File: config.mk
export PLATFORM = sky130hd
export DESIGN_NAME = wiper_i2c_ctrl
export DESIGN_NICKNAME = d
export VERILOG_FILES = /design/src/rtl/wiper_pkg.sv /design/src/rtl/i2c_line_sync.sv /design/src/rtl/i2c_target_fsm.sv /design/src/rtl/wiper_regs.sv /design/src/rtl/wiper_i2c_ctrl.sv
export SDC_FILE = /design/constraint.sdc
export NUM_CORES = 1
export LEC_CHECK = 0
export CORE_UTILIZATION = 45
export DETAILED_ROUTE_END_ITERATION = 8
export DONT_BUFFER_PORTS = 1
export MAX_ROUTING_LAYER = met4
export PLACE_DENSITY_LB_ADDON = 0.08
export SLEW_MARGIN = 20
export SYNTH_ARGS = -nofsm -noshare
export SYNTH_HDL_FRONTEND = slang
export SYNTH_HIERARCHICAL = 1
export SYNTH_SLANG_ARGS = --single-unit
File: constraint.sdc
create_clock -name clk -period 4.75 [get_ports clk]
set_clock_uncertainty 0.15 [all_clocks]
set_input_delay 0.7125 -clock clk [delete_from_list [all_inputs] [get_ports clk]]
set_output_delay 0.7125 -clock clk [all_outputs]
set_load 0.1 [all_outputs]
File: src/rtl/wiper_pkg.sv
package wiper_pkg;

  typedef enum logic [3:0] {
    ST_IDLE,
    ST_DEV,
    ST_DEV_ACK,
    ST_REG,
    ST_REG_ACK,
    ST_WR,
    ST_WR_ACK,
    ST_RD,
    ST_RD_ACK
  } tgt_state_t;

  localparam logic [5:0] DEV_CODE_DEFAULT = 6'b101000;

endpackage

File: src/rtl/i2c_line_sync.sv
module i2c_line_sync #(
  parameter int SYNC_STAGES = 2
) (
  input  logic clk,
  input  logic rst,
  input  logic scl_i,
  input  logic sda_i,
  output logic sda_hi,
  output logic scl_rise,
  output logic scl_fall,
  output logic bus_start,
  output logic bus_stop
);

  localparam int NLINES = 2;

  logic [NLINES-1:0] raw;
  logic [NLINES-1:0] synced;
  logic [NLINES-1:0] prev;

  assign raw = {sda_i, scl_i};

  for (genvar g = 0; g < NLINES; g++) begin : g_line
    logic [SYNC_STAGES-1:0] chain;
    always_ff @(posedge clk) begin
      if (rst) chain <= '1;
      else     chain <= {chain[SYNC_STAGES-2:0], raw[g]};
    end
    assign synced[g] = chain[SYNC_STAGES-1];
  end

  always_ff @(posedge clk) begin
    if (rst) prev <= '1;
    else     prev <= synced;
  end

  // index 0 = clock line, index 1 = data line
  assign sda_hi    = synced[1];
  assign scl_rise  = synced[0] & ~prev[0];
  assign scl_fall  = ~synced[0] & prev[0];
  assign bus_start = synced[0] & prev[0] & prev[1] & ~synced[1];
  assign bus_stop  = synced[0] & prev[0] & ~prev[1] & synced[1];

endmodule

File: src/rtl/i2c_target_fsm.sv
module i2c_target_fsm
  import wiper_pkg::*;
#(
  parameter int         DATA_W   = 8,
  parameter logic [5:0] DEV_CODE = DEV_CODE_DEFAULT
) (
  input  logic              clk,
  input  logic              rst,
  input  logic              sda_hi,
  input  logic              scl_rise,
  input  logic              scl_fall,
  input  logic              bus_start,
  input  logic              bus_stop,
  input  logic              addr_sel,
  input  logic              busy,
  input  logic [DATA_W-1:0] rd_data,
  output logic              sda_oe,
  output logic [DATA_W-1:0] ptr,
  output logic              wr_stb,
  output logic [DATA_W-1:0] wr_addr,
  output logic [DATA_W-1:0] wr_data
);

  localparam int CNT_W = $clog2(DATA_W + 1);
  localparam logic [CNT_W-1:0] LAST = CNT_W'(DATA_W);

  tgt_state_t        state;
  logic [CNT_W-1:0]  cnt;
  logic [DATA_W-1:0] shreg;
  logic [DATA_W-1:0] tx;
  logic              rw;
  logic              mack;
  logic              dev_match;
  logic              byte_in;
  logic              byte_end;

  assign dev_match = (shreg[DATA_W-1:2] == DEV_CODE) && (shreg[1] == addr_sel);
  assign byte_in   = scl_rise && (cnt != LAST);
  assign byte_end  = scl_fall && (cnt == LAST);

  always_ff @(posedge clk) begin
    if (rst) begin
      state   <= ST_IDLE;
      cnt     <= '0;
      shreg   <= '0;
      tx      <= '0;
      rw      <= 1'b0;
      mack    <= 1'b0;
      sda_oe  <= 1'b0;
      ptr     <= '0;
      wr_stb  <= 1'b0;
      wr_addr <= '0;
      wr_data <= '0;
    end else begin
      wr_stb <= 1'b0;
      if (bus_start) begin
        state  <= ST_DEV;
        cnt    <= '0;
        sda_oe <= 1'b0;
      end else if (bus_stop) begin
        state  <= ST_IDLE;
        cnt    <= '0;
        sda_oe <= 1'b0;
      end else begin
        case (state)
          ST_DEV: begin
            if (byte_in) begin
              shreg <= {shreg[DATA_W-2:0], sda_hi};
              cnt   <= cnt + 1'b1;
            end else if (byte_end) begin
              cnt <= '0;
              if (dev_match && !busy) begin
                state  <= ST_DEV_ACK;
                sda_oe <= 1'b1;
                rw     <= shreg[0];
              end else begin
                state <= ST_IDLE;
              end
            end
          end
          ST_DEV_ACK: begin
            if (scl_fall) begin
              if (rw) begin
                state  <= ST_RD;
                tx     <= rd_data;
                sda_oe <= ~rd_data[DATA_W-1];
              end else begin
                state  <= ST_REG;
                sda_oe <= 1'b0;
              end
            end
          end
          ST_REG: begin
            if (byte_in) begin
              shreg <= {shreg[DATA_W-2:0], sda_hi};
              cnt   <= cnt + 1'b1;
            end else if (byte_end) begin
              cnt    <= '0;
              ptr    <= shreg;
              state  <= ST_REG_ACK;
              sda_oe <= 1'b1;
            end
          end
          ST_WR: begin
            if (byte_in) begin
              shreg <= {shreg[DATA_W-2:0], sda_hi};
              cnt   <= cnt + 1'b1;
            end else if (byte_end) begin
              cnt     <= '0;
              wr_stb  <= 1'b1;
              wr_addr <= ptr;
              wr_data <= shreg;
              ptr     <= ptr + 1'b1;
              state   <= ST_WR_ACK;
              sda_oe  <= 1'b1;
            end
          end
          ST_REG_ACK, ST_WR_ACK: begin
            if (scl_fall) begin
              state  <= ST_WR;
              sda_oe <= 1'b0;
            end
          end
          ST_RD: begin
            if (byte_in) begin
              cnt <= cnt + 1'b1;
            end else if (byte_end) begin
              cnt    <= '0;
              sda_oe <= 1'b0;
              ptr    <= ptr + 1'b1;
              state  <= ST_RD_ACK;
            end else if (scl_fall) begin
              tx     <= {tx[DATA_W-2:0], 1'b0};
              sda_oe <= ~tx[DATA_W-2];
            end
          end
          ST_RD_ACK: begin
            if (scl_rise) begin
              mack <= ~sda_hi;
            end else if (scl_fall) begin
              if (mack) begin
                state  <= ST_RD;
                tx     <= rd_data;
                sda_oe <= ~rd_data[DATA_W-1];
              end else begin
                state <= ST_IDLE;
              end
            end
          end
          default: begin
            state  <= ST_IDLE;
            sda_oe <= 1'b0;
          end
        endcase
      end
    end
  end

  // a busy commit engine keeps the address unacknowledged
  a_r10_busy_no_ack: assert property (@(posedge clk) disable iff (rst)
    (state == ST_DEV && byte_end && busy) |=> !sda_oe);

  // a foreign address is never acknowledged
  a_r2_mismatch_no_ack: assert property (@(posedge clk) disable iff (rst)
    (state == ST_DEV && byte_end && !dev_match) |=> (!sda_oe && state == ST_IDLE));

  // master refusal releases the line and idles the target
  a_r9_release_after_nack: assert property (@(posedge clk) disable iff (rst)
    (state == ST_RD_ACK && scl_fall && !mack && !bus_start && !bus_stop)
      |=> (!sda_oe && state == ST_IDLE));

  // any start restarts device address reception
  a_r11_start_restarts: assert property (@(posedge clk) disable iff (rst)
    bus_start |=> (state == ST_DEV && cnt == '0 && !sda_oe));

endmodule

File: src/rtl/wiper_regs.sv
module wiper_regs #(
  parameter int              NCH       = 3,
  parameter int              POS_W     = 7,
  parameter int              DATA_W    = 8,
  parameter logic [DATA_W-1:0] BASE    = 8'hF8,
  parameter logic [POS_W-1:0]  RST_POS = 7'h7F
) (
  input  logic                      clk,
  input  logic                      rst,
  input  logic                      wr_stb,
  input  logic [DATA_W-1:0]         wr_addr,
  input  logic [DATA_W-1:0]         wr_data,
  input  logic                      wr_lock,
  input  logic [DATA_W-1:0]         rd_addr,
  output logic [DATA_W-1:0]         rd_data,
  output logic [NCH-1:0][POS_W-1:0] pos,
  output logic                      commit_req,
  output logic [DATA_W-1:0]         commit_addr,
  output logic [DATA_W-1:0]         commit_data
);

  // channel 1 sits at the base address, channel 0 one above it
  function automatic logic [DATA_W-1:0] chan_addr(input int k);
    int off;
    off = (k == 0) ? 1 : ((k == 1) ? 0 : k);
    return BASE + DATA_W'(off);
  endfunction

  logic [NCH-1:0] hit;

  for (genvar k = 0; k < NCH; k++) begin : g_chan
    assign hit[k] = wr_stb && !wr_lock && (wr_addr == chan_addr(k));
    always_ff @(posedge clk) begin
      if (rst)         pos[k] <= RST_POS;
      else if (hit[k]) pos[k] <= wr_data[POS_W-1:0];
    end
  end

  always_comb begin
    rd_data = '0;
    for (int k = 0; k < NCH; k++) begin
      if (rd_addr == chan_addr(k)) rd_data = DATA_W'(pos[k]);
    end
  end

  always_ff @(posedge clk) begin
    if (rst) begin
      commit_req  <= 1'b0;
      commit_addr <= '0;
      commit_data <= '0;
    end else begin
      commit_req <= |hit;
      if (|hit) begin
        commit_addr <= wr_addr;
        commit_data <= DATA_W'(wr_data[POS_W-1:0]);
      end
    end
  end

  // a locked write leaves every position and the commit path untouched
  a_r5_lock_holds: assert property (@(posedge clk) disable iff (rst)
    (wr_stb && wr_lock) |=> ($stable(pos) && !commit_req));

  // commit requests only name mapped position addresses
  a_r12_commit_in_window: assert property (@(posedge clk) disable iff (rst)
    commit_req |-> (int'(commit_addr) >= int'(BASE) && int'(commit_addr) < int'(BASE) + NCH));

endmodule

File: src/rtl/wiper_i2c_ctrl.sv
module wiper_i2c_ctrl
  import wiper_pkg::*;
#(
  parameter int         SYNC_STAGES = 2,
  parameter int         POS_W       = 7,
  parameter int         DATA_W      = 8,
  parameter logic [7:0] BASE_ADDR   = 8'hF8
) (
  input  logic              clk,
  input  logic              rst,
  input  logic              scl_i,
  input  logic              sda_i,
  output logic              sda_oe,
  input  logic              addr_sel,
  input  logic              wr_lock,
  input  logic              commit_busy,
  output logic [POS_W-1:0]  pos_ch0,
  output logic [POS_W-1:0]  pos_ch1,
  output logic [POS_W-1:0]  pos_ch2,
  output logic              commit_req,
  output logic [DATA_W-1:0] commit_addr,
  output logic [DATA_W-1:0] commit_data
);

  localparam int NCH = 3;

  logic sda_hi, scl_rise, scl_fall, bus_start, bus_stop;
  logic [DATA_W-1:0] ptr, rd_data, wr_addr, wr_data;
  logic wr_stb;
  logic [NCH-1:0][POS_W-1:0] pos_q;

  i2c_line_sync #(.SYNC_STAGES(SYNC_STAGES)) u_sync (
    .clk(clk), .rst(rst), .scl_i(scl_i), .sda_i(sda_i),
    .sda_hi(sda_hi), .scl_rise(scl_rise), .scl_fall(scl_fall),
    .bus_start(bus_start), .bus_stop(bus_stop)
  );

  i2c_target_fsm #(.DATA_W(DATA_W), .DEV_CODE(DEV_CODE_DEFAULT)) u_fsm (
    .clk(clk), .rst(rst), .sda_hi(sda_hi), .scl_rise(scl_rise),
    .scl_fall(scl_fall), .bus_start(bus_start), .bus_stop(bus_stop),
    .addr_sel(addr_sel), .busy(commit_busy), .rd_data(rd_data),
    .sda_oe(sda_oe), .ptr(ptr), .wr_stb(wr_stb), .wr_addr(wr_addr),
    .wr_data(wr_data)
  );

  wiper_regs #(.NCH(NCH), .POS_W(POS_W), .DATA_W(DATA_W), .BASE(BASE_ADDR)) u_regs (
    .clk(clk), .rst(rst), .wr_stb(wr_stb), .wr_addr(wr_addr),
    .wr_data(wr_data), .wr_lock(wr_lock), .rd_addr(ptr), .rd_data(rd_data),
    .pos(pos_q), .commit_req(commit_req), .commit_addr(commit_addr),
    .commit_data(commit_data)
  );

  assign pos_ch0 = pos_q[0];
  assign pos_ch1 = pos_q[1];
  assign pos_ch2 = pos_q[2];

endmodule

==> Implementation_results.wiki <==
{| class="wikitable"
! Metric !! Value
|-
| Total number of vias || 3,319
|-
| Hold-fix buffers at CTS || 0
|-
| Gr usage total || 20.9%
|-
| Remaining DRCs || 0
|-
| Max-slew violation count || 0
|-
| Maximum number of pins on one net before global-route repair || 81
|-
| Area of the mapped netlist || 0.00445 sq mm
|-
| Worst setup path category || register to register
|-
| Largest vdd supply drop || 0.000169 V
|-
| Worst path top cell family by delay || simple AND/OR/NAND/NOR gates
|-
| Mapped Cells || 480
|-
| Num ports || 46
|-
| Fraction of layout cells with a size suffix above 1 || 8.60%
|-
| Starting Density || 47.3%
|-
| Vias in the first global route || 3,123
|-
| Residual antenna-violating net count after detailed routing || 0
|-
| CTS-repair resized insts || 0
|-
| TritonCTS clock tree || done
|-
| Slack of the critical path || 1.75 ns
|-
| DPL Wire Length || 6780 microns
|-
| Die X || 101 microns
|-
| Hold Worst Slack || 0.265 ns
|-
| Most frequent standard cell in the layout excluding fill and tap cells || sky130_fd_sc_hd__dfxtp_1
|-
| Cells along the critical path || nand3b_1 > or3_1 > mux2i_1 > nor2_1
|-
| CTS H-tree lvls || 3
|-
| Router iterations before antenna repair || 4
|-
| Timing-limited maximum frequency || 333 MHz
|-
| Power per standard cell area || 281 mW/mm^2
|-
| Number of failing hold endpoints at the final stage || 0
|-
| Vert. Die Dim || 101 microns
|-
| # setup viols final || 0
|-
| Hold Crit Class || register to register
|-
| Via density || 5.59
|-
| Combined buffer and inverter count along the critical path || 0
|-
| Number of standard cells in the layout, taps in and fillers out || 594
|-
| Number of clock buffers inserted by TritonCTS || 9
|-
| PortBufs || 0
|-
| GRT overflow || 0
|-
| Clock transition at the register clock pins on the worst setup and hold paths after CTS || 0.09 ns
|-
| Setup total negative slack || 0 ns
|-
| Number of warnings issued by yosys || 6
|-
| Avg Synthesized Cell Area || 9.27 sq um
|-
| Outcome || completed
|-
| LEAKAGE || 1.70 nW
|-
| Kind of launch point of the worst setup path || register
|-
| Area enclosed by the die boundary || 0.0103 sq mm
|-
| Clock latency at the later pin of the worst-skew pair || 0.36 ns
|-
| NumNets Final || 471
|-
| Cell Count Post-Placement || 579
|-
| Slowest stage cell, crit path || sky130_fd_sc_hd__or3_1
|-
| Highest fanout seen on the critical path || 22
|-
| Worst Tran Pin Value || 1.07 ns
|-
| Area of the core || 0.00942 sq mm
|-
| Routed WL || 9830 microns
|-
| Global placer's final weighted congestion || 0.822
|-
| CP Data Arrival Time || 3.11 ns
|-
| Post-placement setup slack || 1.75 ns
|-
| WL/cell || 16.5 microns
|-
| Master cell of the clock root buffer || sky130_fd_sc_hd__clkbuf_8
|-
| Initial DRC Count || 170
|-
| CTS Buffer Depth || 2
|-
| Antenna cells || 0
|-
| Most used cells in the layout excluding fill and tap cells || sky130_fd_sc_hd__dfxtp_1 (93), sky130_fd_sc_hd__nor2_1 (77), sky130_fd_sc_hd__mux2i_1 (62)
|-
| Required time of the worst setup path || 4.85 ns
|-
| Max Cap Viol || 0
|-
| RSZ-0062 raised after global routing || false
|-
| Growth of design area from synthesis to finish || 3.74%
|-
| Share of the clock period used by the worst path after layout || 63.2%
|-
| Number of core rows || 35
|-
| Element type at the critical path end || register
|-
| Largest stage delay on the critical path || 0.92 ns
|-
| First-pass GRT wire length || 16,100 microns
|-
| Worst max-slew margin expressed relative to the limit || 28.7%
|-
| Number of antenna violations at the first check in global routing || 0
|-
| Final critical path time including I/O delays and setup || 3.00 ns
|-
| Clock Sink Count || 93
|-
| Postcts setup bufs || 0
|}
-- per-stage QoR --
| step | total power [W] | util, % | area, sq um |
|---|---|---|---|
| final | 0.00130 | 49.0 | 4620 |
| after global placement | 0.000842 | 47.1 | 4440 |
| after CTS | 0.00132 | 49.0 | 4610 |
| after global routing | 0.00135 | 49.0 | 4620 |
| after detailed placement | 0.000842 | 47.1 | 4440 |
| after floorplan | 0.000846 | - | 4460 |
-- final timing paths --
check                                          startpoint                        end  slack, ns  cells after the start
worst min register to register  u_sync/g_line[0].chain[0]  u_sync/g_line[0].chain[1]       0.27                      1
worst min-delay path            u_sync/g_line[0].chain[0]  u_sync/g_line[0].chain[1]       0.27                      1
worst max-delay path                       u_fsm/state[2]           u_fsm/wr_data[0]       1.75                      4
worst max register to register             u_fsm/state[2]           u_fsm/wr_data[0]       1.75                      4
-- final cells by class --
type	count	area, sq um
clock buffers	9	124
flip-flops and latches	93	1860
inverters	6	22.5
fillers	922	4800
clock inverters	6	46.3
well taps	129	161
multi-input cells	351	2400
-- sequential cells by signal, indices dropped and copies added (netlist names) --
signal	flops
u_fsm/cnt	4
u_fsm/tx	7
u_sync/g_line.chain	4
u_fsm/wr_data	7
u_sync/prev	2
u_regs/pos	21
u_fsm/rw	1
u_regs/commit_req	1
u_regs/commit_data	7
u_fsm/wr_stb	1
u_fsm/shreg	8
u_fsm/ptr	8
u_fsm/mack	1
u_fsm/wr_addr	8
u_fsm/sda_oe	1
u_fsm/state	4
u_regs/commit_addr	8
-- worst register-to-register path, stage by stage, from the launching register on --
cell,delay [ns]
sky130_fd_sc_hd__dfxtp_1,0.82
sky130_fd_sc_hd__nand3b_1,0.68
sky130_fd_sc_hd__or3_1,0.92
sky130_fd_sc_hd__mux2i_1,0.29
sky130_fd_sc_hd__nor2_1,0.06
-- report_power, final --
group,internal (W),leakage (nW),switching (W)
clock network,0.000192,0.0825,0.000281
registers,0.000782,0.751,0.00000898
logic,0.0000111,0.863,0.0000214
-- per-layer routing --
layer	vias up	wire (microns)	global-route usage (%)	part of all wire, %
met2	71	4490	31.6	46
met1	1583	4790	27.9	49
met5	-	0	-	0
met4	0	72	4.91	0.73
li1	1655	-	-	-
met3	10	478	5.31	4.9
Note: power is estimated with default switching activity, not from simulation.
